$ cat config.mk
export PLATFORM = sky130hd
export DESIGN_NAME = xmem_lane_ctrl
export DESIGN_NICKNAME = d
export VERILOG_FILES = /design/src/rtl/xmem_pkg.sv /design/src/rtl/xmem_ctl_fsm.sv /design/src/rtl/xmem_pin_dec.sv /design/src/rtl/xmem_lane_data.sv /design/src/rtl/xmem_lane_ctrl.sv
export SDC_FILE = /design/constraint.sdc
export NUM_CORES = 1
export LEC_CHECK = 0
export BUFFER_PORTS_ARGS = -buffer_cell sky130_fd_sc_hd__buf_2
export CAP_MARGIN = 20
export CORE_MARGIN = 2
export CORE_UTILIZATION = 42
export CTS_CLUSTER_DIAMETER = 80
export CTS_CLUSTER_SIZE = 25
export DETAILED_ROUTE_END_ITERATION = 8
export PLACE_DENSITY = 0.87
export SYNTH_ARGS = -nofsm -noshare
export SYNTH_HDL_FRONTEND = slang
export SYNTH_SLANG_ARGS = --single-unit
export TNS_END_PERCENT = 20
$ cat constraint.sdc
create_clock -name clk -period 1.4 [get_ports clk]
set_input_delay 0.28 -clock clk [delete_from_list [all_inputs] [get_ports clk]]
set_output_delay 0.28 -clock clk [all_outputs]
set_load 0.01 [all_outputs]
$ cat src/rtl/xmem_pkg.sv
package xmem_pkg;
   typedef enum logic [1:0] {
      ST_IDLE = 2'd0,
      ST_STB  = 2'd1,
      ST_END  = 2'd2
   } acc_state_e;

   // latched request and configuration of the running access
   typedef struct packed {
      logic wr;
      logic half;
      logic wide;
      logic bsel;
      logic a0;
   } acc_req_s;
endpackage

$ cat src/rtl/xmem_ctl_fsm.sv
module xmem_ctl_fsm
   import xmem_pkg::*;
#(
   parameter int ADDR_W = 20,
   parameter int DATA_W = 16
) (
   input  logic              clk,
   input  logic              rst_n,
   input  logic              req_valid,
   input  logic [ADDR_W-1:0] req_addr,
   input  logic              req_write,
   input  logic              req_half,
   input  logic [DATA_W-1:0] req_wdata,
   input  logic              cfg_wide,
   input  logic              cfg_bsel,
   output acc_state_e        st,
   output logic              beat,
   output acc_req_s          cur,
   output logic [ADDR_W-2:0] addr_hi,
   output logic [DATA_W-1:0] wdata,
   output logic              done
);
   logic split;

   // a halfword on a narrow bus needs two byte cycles
   assign split = !cur.wide && cur.half;
   assign done  = (st == ST_END) && !(split && !beat);

   always_ff @(posedge clk) begin
      if (!rst_n) begin
         st      <= ST_IDLE;
         beat    <= 1'b0;
         cur     <= '0;
         addr_hi <= '0;
         wdata   <= '0;
      end else begin
         case (st)
            ST_IDLE: begin
               if (req_valid) begin
                  st      <= ST_STB;
                  beat    <= 1'b0;
                  cur     <= '{wr: req_write, half: req_half, wide: cfg_wide,
                               bsel: cfg_bsel, a0: req_addr[0]};
                  addr_hi <= req_addr[ADDR_W-1:1];
                  wdata   <= req_wdata;
               end
            end
            ST_STB: st <= ST_END;
            ST_END: begin
               if (split && !beat) begin
                  beat <= 1'b1;
                  st   <= ST_STB;
               end else begin
                  st <= ST_IDLE;
               end
            end
            default: st <= ST_IDLE;
         endcase
      end
   end
endmodule

$ cat src/rtl/xmem_pin_dec.sv
module xmem_pin_dec
   import xmem_pkg::*;
(
   input  acc_state_e st,
   input  acc_req_s   cur,
   input  logic       beat,
   output logic       cs_n,
   output logic       rd_n,
   output logic       wr_lo_n,
   output logic       wr_hi_n,
   output logic       a0_lb_n,
   output logic       dq_oe
);
   logic       active;
   logic       stb;
   logic [1:0] lane_sel;
   logic       byte_a0;

   assign active   = (st != ST_IDLE);
   assign stb      = (st == ST_STB);
   assign lane_sel = {cur.half | cur.a0, cur.half | !cur.a0};
   assign byte_a0  = cur.half ? beat : cur.a0;

   assign cs_n  = !active;
   assign rd_n  = !(stb && !cur.wr);
   assign dq_oe = active && cur.wr;

   always_comb begin
      if (!cur.wide) begin
         // narrow bus: pin carries the byte address, one write strobe
         a0_lb_n = active ? byte_a0 : 1'b1;
         wr_lo_n = !(stb && cur.wr);
         wr_hi_n = 1'b1;
      end else if (!cur.bsel) begin
         // per-lane write strobes, address pin parked
         a0_lb_n = 1'b1;
         wr_lo_n = !(stb && cur.wr && lane_sel[0]);
         wr_hi_n = !(stb && cur.wr && lane_sel[1]);
      end else begin
         // byte enables held for the whole access, single write strobe
         a0_lb_n = !(active && lane_sel[0]);
         wr_hi_n = !(active && lane_sel[1]);
         wr_lo_n = !(stb && cur.wr);
      end
   end
endmodule

$ cat src/rtl/xmem_lane_data.sv
module xmem_lane_data #(
   parameter int DATA_W = 16
) (
   input  logic              clk,
   input  logic              rst_n,
   input  logic              cap_en,
   input  logic              wide,
   input  logic              half,
   input  logic              a0,
   input  logic              beat,
   input  logic [DATA_W-1:0] wdata,
   input  logic [DATA_W-1:0] dq_i,
   output logic [DATA_W-1:0] dq_o,
   output logic [DATA_W-1:0] rdata
);
   localparam int LANES = DATA_W / 8;

   logic [DATA_W-1:0] rd_nxt;
   logic [7:0]        beat_byte;

   assign beat_byte = (half && beat) ? wdata[15:8] : wdata[7:0];

   for (genvar l = 0; l < LANES; l++) begin : g_lane
      logic [7:0] w_b;
      logic [7:0] r_b;

      assign w_b = (wide && half) ? wdata[8*l +: 8] : beat_byte;
      assign dq_o[8*l +: 8]   = w_b;
      assign rd_nxt[8*l +: 8] = r_b;

      if (l == 0) begin : g_lo
         always_comb begin
            if (wide)
               r_b = (half || !a0) ? dq_i[7:0] : dq_i[15:8];
            else
               r_b = (half && beat) ? rdata[7:0] : dq_i[7:0];
         end
      end else begin : g_hi
         always_comb begin
            if (wide)
               r_b = half ? dq_i[8*l +: 8] : 8'h00;
            else
               r_b = (half && beat) ? dq_i[7:0] : 8'h00;
         end
      end
   end

   always_ff @(posedge clk) begin
      if (!rst_n)
         rdata <= '0;
      else if (cap_en)
         rdata <= rd_nxt;
   end
endmodule

$ cat src/rtl/xmem_lane_ctrl.sv
module xmem_lane_ctrl
   import xmem_pkg::*;
#(
   parameter int ADDR_W = 20,
   parameter int DATA_W = 16
) (
   input  logic              clk,
   input  logic              rst_n,
   input  logic              req_valid,
   input  logic [ADDR_W-1:0] req_addr,
   input  logic              req_write,
   input  logic              req_half,
   input  logic [DATA_W-1:0] req_wdata,
   input  logic              cfg_wide,
   input  logic              cfg_bsel,
   output logic [DATA_W-1:0] rsp_rdata,
   output logic              rsp_done,
   output logic [ADDR_W-2:0] bus_addr,
   output logic [DATA_W-1:0] bus_dq_o,
   output logic              bus_dq_oe,
   input  logic [DATA_W-1:0] bus_dq_i,
   output logic              bus_cs_n,
   output logic              bus_rd_n,
   output logic              bus_wr_lo_n,
   output logic              bus_wr_hi_n,
   output logic              bus_a0_lb_n
);
   if (DATA_W != 16) begin : g_bad_dw
      $error("xmem_lane_ctrl: DATA_W must be 16");
   end
   if (ADDR_W < 2) begin : g_bad_aw
      $error("xmem_lane_ctrl: ADDR_W must be at least 2");
   end

   acc_state_e        st;
   acc_req_s          cur;
   logic              beat;
   logic [DATA_W-1:0] wdata;

   xmem_ctl_fsm #(.ADDR_W(ADDR_W), .DATA_W(DATA_W)) u_fsm (
      .clk       (clk),
      .rst_n     (rst_n),
      .req_valid (req_valid),
      .req_addr  (req_addr),
      .req_write (req_write),
      .req_half  (req_half),
      .req_wdata (req_wdata),
      .cfg_wide  (cfg_wide),
      .cfg_bsel  (cfg_bsel),
      .st        (st),
      .beat      (beat),
      .cur       (cur),
      .addr_hi   (bus_addr),
      .wdata     (wdata),
      .done      (rsp_done)
   );

   xmem_pin_dec u_pins (
      .st      (st),
      .cur     (cur),
      .beat    (beat),
      .cs_n    (bus_cs_n),
      .rd_n    (bus_rd_n),
      .wr_lo_n (bus_wr_lo_n),
      .wr_hi_n (bus_wr_hi_n),
      .a0_lb_n (bus_a0_lb_n),
      .dq_oe   (bus_dq_oe)
   );

   xmem_lane_data #(.DATA_W(DATA_W)) u_data (
      .clk    (clk),
      .rst_n  (rst_n),
      .cap_en ((st == ST_STB) && !cur.wr),
      .wide   (cur.wide),
      .half   (cur.half),
      .a0     (cur.a0),
      .beat   (beat),
      .wdata  (wdata),
      .dq_i   (bus_dq_i),
      .dq_o   (bus_dq_o),
      .rdata  (rsp_rdata)
   );
endmodule

==> results.txt, run 1 <==
The cell family contributing the most delay on the critical path is flip-flops. The post-synth design cell area came out at 2510 sq um. The initial antenna violation count is 0. The detailed router used layers up to and including met4.

The largest net degree at the start of global routing came out at 51. The via count is 2655. The total setup violations reported at the end of the flow is 21. The H-tree was split into 3 levels.

The core region area is 5850 sq um. Of the synthesized area, sequential elements account for 0.470. The HPWL after detailed placement is 4920 um. Traced cell by cell, the critical path runs through o21ai_2 > buf_12 > mux2_4 > buf_6. The critical path class is register to output pin. The run finished, with violations left. The final count of pins violating max slew is 0. The tightest min-delay check is of the input pin to register type. The final cycle utilization of the critical path is 1.22.

Of the post-synthesis cell area, the dominant cell type holds 0.470. Internal power comes to 2.89 mW. The proportion of power drawn by combinational gates came out at 0.172. The accumulated negative setup slack came out at -5.38 ns. For this run, the number of Yosys warnings is 0. The clock share of power is 0.353.

The post-detailed-routing wire length came out at 7240 um. The number of hold violations in the final report was 0. The initial DRC count came out at 122. The wire length on met2 came out at 3580 um. The I/O pin count came out at 117. The power share of the sequential group came out at 0.474. At the end of the flow the core is filled with cells to 0.618. The total clock sinks came out at 59. In this run the cell area measured after placement is 3300 sq um. The setup slack of the critical path after layout is -0.312 ns. The number of different library cells used by synthesis comes to 31.

The total net switching power is 1.04 mW. Data on the critical path arrives at its endpoint at 1.43 ns. The synthesis-to-finish area growth came out at 44.0%. The critical-path maximum fanout came out at 8.

The row count is 28. At the later pin of the worst-skew pair, clock insertion delay measures 0.33 ns. The clock input transition at the sequential cells of the worst setup and hold paths came out at 0.07 ns. The largest stage delay on the critical path is 0.36 ns. The standby leakage power is 1.73 nW. The antenna violation net count after detailed routing came out at 0. The number of buffers added on ports is 116. The switching power as a share of total power came out at 0.266. The post-layout instance count excluding filler cells is 515. The root cell of the clock tree is clkbuf_8.

The depth of the critical timing path with buffers and inverters included is 4. The flop and latch count out of synthesis is 59. Counting every net in the synthesized netlist gives 374. The final critical delay including setup and external delays came out at 1.71 ns. The logic depth of the worst register-to-register path came out at 5. The finished layout cell area came out at 3620 sq um. The total DRC errors in the routed layout came out at 0. The repair_antennas step left the layout with diodes totalling 0. The first-pass detailed-route iteration total is 4. The fraction of layout cells with a size suffix above 1 is 0.402. TritonCTS created 9 clock buffers.

The starting density of the core is 0.429. In the final design database the tool counted 495 nets. The total global-route track usage came out at 0.212. Leaving out fill and tap cells, the most frequent cell in the layout is buf_2. In the layout the commonest cells are buf_2, nand2_1, a21oi_1. By area the synthesized netlist is led by dfxtp_1, nand2_1, a21oi_1. Power spread over the standard cell area amounts to 1090 nW/um^2. The layout has 508 filler cells. The number of placed instances with taps included is 500. The die height is 81.3 um. The largest buffer count on any clock path is 2. The final reports fail on setup timing. Prior to clock tree synthesis, the placed netlist has a worst setup slack of -0.0267 ns. The width of the die came out at 81.3 um.

The detailed-route wire length on metal 1 is 2980 um. Setup repair after global routing could not meet its margin everywhere. The die covers 6620 sq um. The worst setup path is captured at an output pin. The achievable frequency is 584 MHz. The wire length of the first global-routing pass is 10700 um.

The transition time of the tightest slew-check pin came out at 0.319 ns. The via count normalized by instance count came out at 5.16. The final estimated routing congestion in global placement is 0.784. The synthesized area divided by synthesized cell count is 7.98 sq um. On the critical path, the stage with the largest delay is an instance of dfxtp_4. The routed length on met3 came out at 535 um.

dfxtp_1 takes more of the synthesized area than any other cell. The element type at the critical path start is a register. The overall power of the completed layout came out at 3.93 mW. The average wire length per cell after detail routing came out at 14.1 um. The minimum hold slack is 0.179 ns. At the worst endpoint, the required time is 1.12 ns. Across the routed clock network, the largest skew measured is 0.0102 ns. The highest ir drop seen on vdd came out at 676 uV.

TritonCTS built the clock tree. The worst pin sits at a relative slew slack of 0.787. The worst path buffer plus inverter count came out at 2. The number of global-route vias before repair was 2351. The total of max-cap violations came out at 0. Buffers inserted to repair hold after CTS numbered 0. The worst hold path was traced through 3 stages. The total congestion overflow is 0. Synthesis handed over a netlist of 315 instances.
synthesized netlist by cell type:
master / instances
mux2i_1: 8
buf_2: 12
nor3b_4: 1
and2_1: 1
buf_6: 1
buf_1: 1
and3b_1: 1
dfxtp_1: 59
nand3_1: 1
o21ai_0: 2
mux2_2: 8
clkbuf_1: 9
o21ai_1: 7
a21oi_1: 61
and3_1: 1
a311oi_1: 8
or3b_1: 1
or3_1: 1
buf_4: 2
or4_1: 1
nand3b_2: 1
nor3b_2: 1
inv_2: 2
o2111ai_1: 1
a22oi_1: 8
inv_1: 3
nor2_1: 3
nand2_1: 106
nand2b_1: 2
nand3b_1: 1
o21ai_2: 1
state kept, by name, summed over array words and instances (netlist names):
register / count
u_fsm.beat: 1
u_fsm.st: 2
u_fsm.wdata: 16
u_fsm.cur: 5
u_fsm.addr_hi: 19
u_data.rdata: 16
worst register-to-register path, stage by stage (launching register included):
cell and delay, ns:
dfxtp_2 0.33, buf_4 0.13, nand3b_2 0.23, buf_6 0.21, a21oi_1 0.09, a311oi_1 0.29
cell families (layout without fill, tap and decap cells):
kind of cell,after synthesis,count (layout),synth area share
AO/OA/AOI/OAI,88,88,0.198
flip-flops,59,59,0.470
multiplexers,16,16,0.0677
buffers and inverters,30,155,0.0568
AND/OR/NAND/NOR,122,122,0.207
final cells by class:
type	instances	area [sq um]	share of cell area
Multi-Input combinational cell	226	1260	0.347
Tap cell	75	93.8	0.0259
Inverter	5	18.8	0.00519
Clock inverter	2	10.0	0.00277
Sequential cell	59	1200	0.331
Clock buffer	13	169	0.0467
Timing Repair Buffer	135	872	0.241
what timing repair did:
item                                   4_1_cts  5_1_grt
endpoints found under the hold margin        0        0
setup buffers                                0        0
setup endpoints to repair                   24       31
pin swaps                                    1        3
resized for setup                           23       13
path summary, 6_finish.rpt:
kind                             to  slack [ns]         startpoint
setup / recovery        bus_dq_o[9]       -0.31       u_fsm.cur[2]
hold / removal         u_fsm.cur[4]        0.18          req_write
setup reg to reg    u_data.rdata[0]        0.01         u_fsm.beat
hold reg to reg   u_fsm.addr_hi[17]        0.46  u_fsm.addr_hi[17]
metal layers:
layer | GRT usage | vias up
met3 | 0.0544 | 15
met5 | 0 | -
li1 | - | 1312
met2 | 0.348 | 120
met1 | 0.254 | 1208
met4 | 0.108 | 0
power by group through the flow:
stage               sequential, mW  clock, mW  combinational [mW]
floorplan                     1.92          0               0.306
global placement              1.89          0               0.615
detailed placement            1.90          0               0.633
CTS                           1.86       1.43               0.664
global route                  1.87       1.51               0.746
finish                        1.86       1.39               0.677
(Power assumes the default switching activity.)
==> inputs of run 2 (changes only) <==
CELL_PAD_IN_SITES_DETAIL_PLACEMENT = 0   (was default)
CELL_PAD_IN_SITES_GLOBAL_PLACEMENT = 1   (was default)
CORE_UTILIZATION = 29   (was 42)
GPL_TIMING_DRIVEN = 1   (was default)
PLACE_DENSITY = 0.86   (was 0.87)
==> run 2 against run 1 <==
Net effect:
- the run still ends with setup timing left
- total power increased by 15%
- highest routed layer unchanged
- worst hold slack better by 0.0045 ns
- sequential share of layout area decreased by 1.0 points
- wire length rose by 1.2%
- setup slack got worse by 0.011 ns
- largest cell class unchanged
- non-clock buffer count rose by 1
- critical endpoint is now bus_dq_o[12]
- sequential power barely moved
==> results.txt, run 2 (synthesized netlist as in run 1, its figures left out) <==
The run finished, with violations left. The final reports fail on setup timing. The worst setup path is of the register to output pin kind.

The initial DRC count came out at 43. Using the TritonRoute via totals, the vias-per-cell ratio works out to 4.77. The post-detailed-routing wire length came out at 7330 um. The worst hold path terminates at u_fsm.addr_hi[17]. The number of setup buffers added after CTS is 0. The floorplan step set the die height to 97.1 um. The number of filler cells placed in the layout is 826. The clock skew is 0.00379 ns. The cell family contributing the most delay on the critical path is flip-flops.

The area growth from synthesis to layout is 48.7%. Counting instances, the worst hold path has a depth of 3. Setup repair after global routing could not meet its margin everywhere. Subtracting the final worst setup slack from the clock period gives 1.72 ns. The post-DP HPWL came out at 5200 um. The number of buffers added on ports came out at 116. The final-stage net count came out at 496.

The final estimated routing congestion in global placement came out at 0.826. The standby leakage power is 1.76 nW. The total setup violations reported at the end of the flow came out at 22. The number of buffers created by CTS is 9. In the final layout, the share of cells above drive strength 1 is 0.398. The largest stage delay on the critical path came out at 0.35 ns.

The total DRC errors in the routed layout is 0. The signal on the critical path passes through o21ai_4 > buf_6 > mux2_4 > buf_6. The number of flip-flops under the largest register name came out at 19. The total of max-cap violations is 0. The final cycle utilization of the critical path came out at 1.23. The total global-route track usage came out at 0.157. The detail route stage leaves a number of antenna-violating nets equal to 0. The longest clock path from root to sink contains 2 buffers. The power per cell area is 1210 nW/um^2. The worst-case IR drop observed on VDD is 529 uV. Of all nets on the critical path, the largest fanout is 4. The maximum level of the CTS H-tree came out at 3.

Pin placement for this block handled 117 I/O pins. The die footprint is 9420 sq um. The startpoint identified for the worst register-to-register timing path is u_fsm.st[1]. The final count of pins violating max slew came to 0.

The initial utilization of the core area, before any placement, comes to 0.303. Clock-pin slew was measured on the worst setup and hold paths at 0.07 ns. TritonCTS built the clock tree.

More flip-flops sit in one register than any other, and that register is u_fsm.addr_hi. The average wire length per cell after detail routing is 13.4 um. Data arrives at the worst endpoint at 1.44 ns. After global routing the overflow that remains totals 0. The initial antenna violation count came out at 0. The region available for standard cell placement spans 8300 sq um. The element type at the critical path start is a register.

The largest registers in the layout are u_fsm.addr_hi: 19 flops, u_data.rdata: 16 flops, u_fsm.wdata: 16 flops. The width of the die is 97.1 um. After clock tree synthesis, the flow added hold-fix buffers numbering 0. The worst path buffer plus inverter count is 2. The first-pass detailed-route iteration total is 4. Among all stages on the critical path, the largest delay is contributed by dfxtp_2. Setup slack on the critical path of the routed design comes to -0.323 ns.

In the layout the commonest cells are nand2_1, buf_2, a21oi_1. The tightest min-delay check is of the input pin to register type. The logic depth of the worst register-to-register path came out at 4. Entering global routing, the biggest net connects 32 pins. The via count came out at 2607.

The wire length of the first global-routing pass came out at 12100 um. The achievable frequency came out at 580 MHz. The worst hold path startpoint is req_addr[18].

The required time at the endpoint of the critical path came out at 1.12 ns. The minimum hold slack came out at 0.184 ns. The relative slew slack is 0.795. The destination of the worst register-to-register timing path is u_fsm.addr_hi[3]. The cell that appears most often on the critical path is buf_6.

At the later pin of the worst-skew pair, clock insertion delay measures 0.33 ns. The overall power of the completed layout came out at 4.53 mW. Before CTS, the worst setup slack after placement is -0.0535 ns.

The number of global-route vias before repair came out at 2541. The root cell of the clock tree is clkbuf_8. The antenna diode instance count came out at 0. The worst reg-to-reg setup slack came out at 0.10 ns. STA classifies the critical path endpoint as an output pin. The number of hold violations in the final report is 0. In this run the core area contains 33 standard-cell rows.

For the pin with the worst max-slew slack, the measured transition is 0.306 ns. CTS saw 59 sinks.
-- run 2: worst max path at each step --
stage,from,to,slack [ns],cells after the start
final,u_fsm.beat,bus_dq_o[12],-0.32,4
after global routing,u_fsm.beat,bus_dq_o[11],-0.38,4
after CTS,u_fsm.cur[2],bus_dq_o[12],-0.36,4
after detailed placement,u_fsm.beat,bus_dq_o[12],-0.05,4
after global placement,u_fsm.beat,bus_dq_o[12],-0.03,4
after floorplan,u_fsm.cur[2],bus_dq_o[10],0.01,3
-- run 2: final cells by class --
cell class / instances / area, sq um / area share
clock buffers: 12 / 165 / 0.0442
well taps: 105 / 131 / 0.0352
inverters: 5 / 21.3 / 0.00569
clock inverters: 4 / 95.1 / 0.0255
multi-input cells: 226 / 1250 / 0.334
repair buffers: 136 / 876 / 0.234
flip-flops and latches: 59 / 1200 / 0.321
-- run 2: layer usage --
| metal | vias to the layer above | GRT usage | part of all wire |
|---|---|---|---|
| met5 | - | 0 | 0 |
| li1 | 1315 | - | - |
| met3 | 11 | 0.0475 | 0.054 |
| met1 | 1210 | 0.187 | 0.44 |
| met2 | 71 | 0.270 | 0.49 |
| met4 | 0 | 0.0509 | 0.015 |
-- run 2: worst reg2reg max path: cells and delay by family (launching register included) --
kind                   cells  cell delay, ns
AO/OA/AOI/OAI              1            0.06
AND/OR/NAND/NOR            2            0.53
flip-flops                 1            0.38
buffers and inverters      1            0.22
-- run 2: power breakdown --
| group | total [mW] | switching, mW | internal [mW] |
|---|---|---|---|
| registers | 1.87 | 0.0801 | 1.79 |
| clock network | 2.00 | 0.671 | 1.33 |
| logic | 0.670 | 0.342 | 0.328 |
-- run 2: through the flow --
stage | util | setup TNS [ns] | cell area [sq um] | std cells
after floorplan | - | 0 | 2510 | 315
final | 0.450 | -5.29 | 3740 | 547
after detailed placement | 0.401 | -0.359 | 3330 | 531
after global placement | 0.401 | -0.175 | 3330 | 531
after global routing | 0.450 | -6.81 | 3740 | 547
after CTS | 0.449 | -5.89 | 3720 | 547
-- run 2: repair_timing --
item                                    CTS  global route
endpoints found under the setup margin   25            23
resized for setup                        35             4
pin swaps                                 1             2
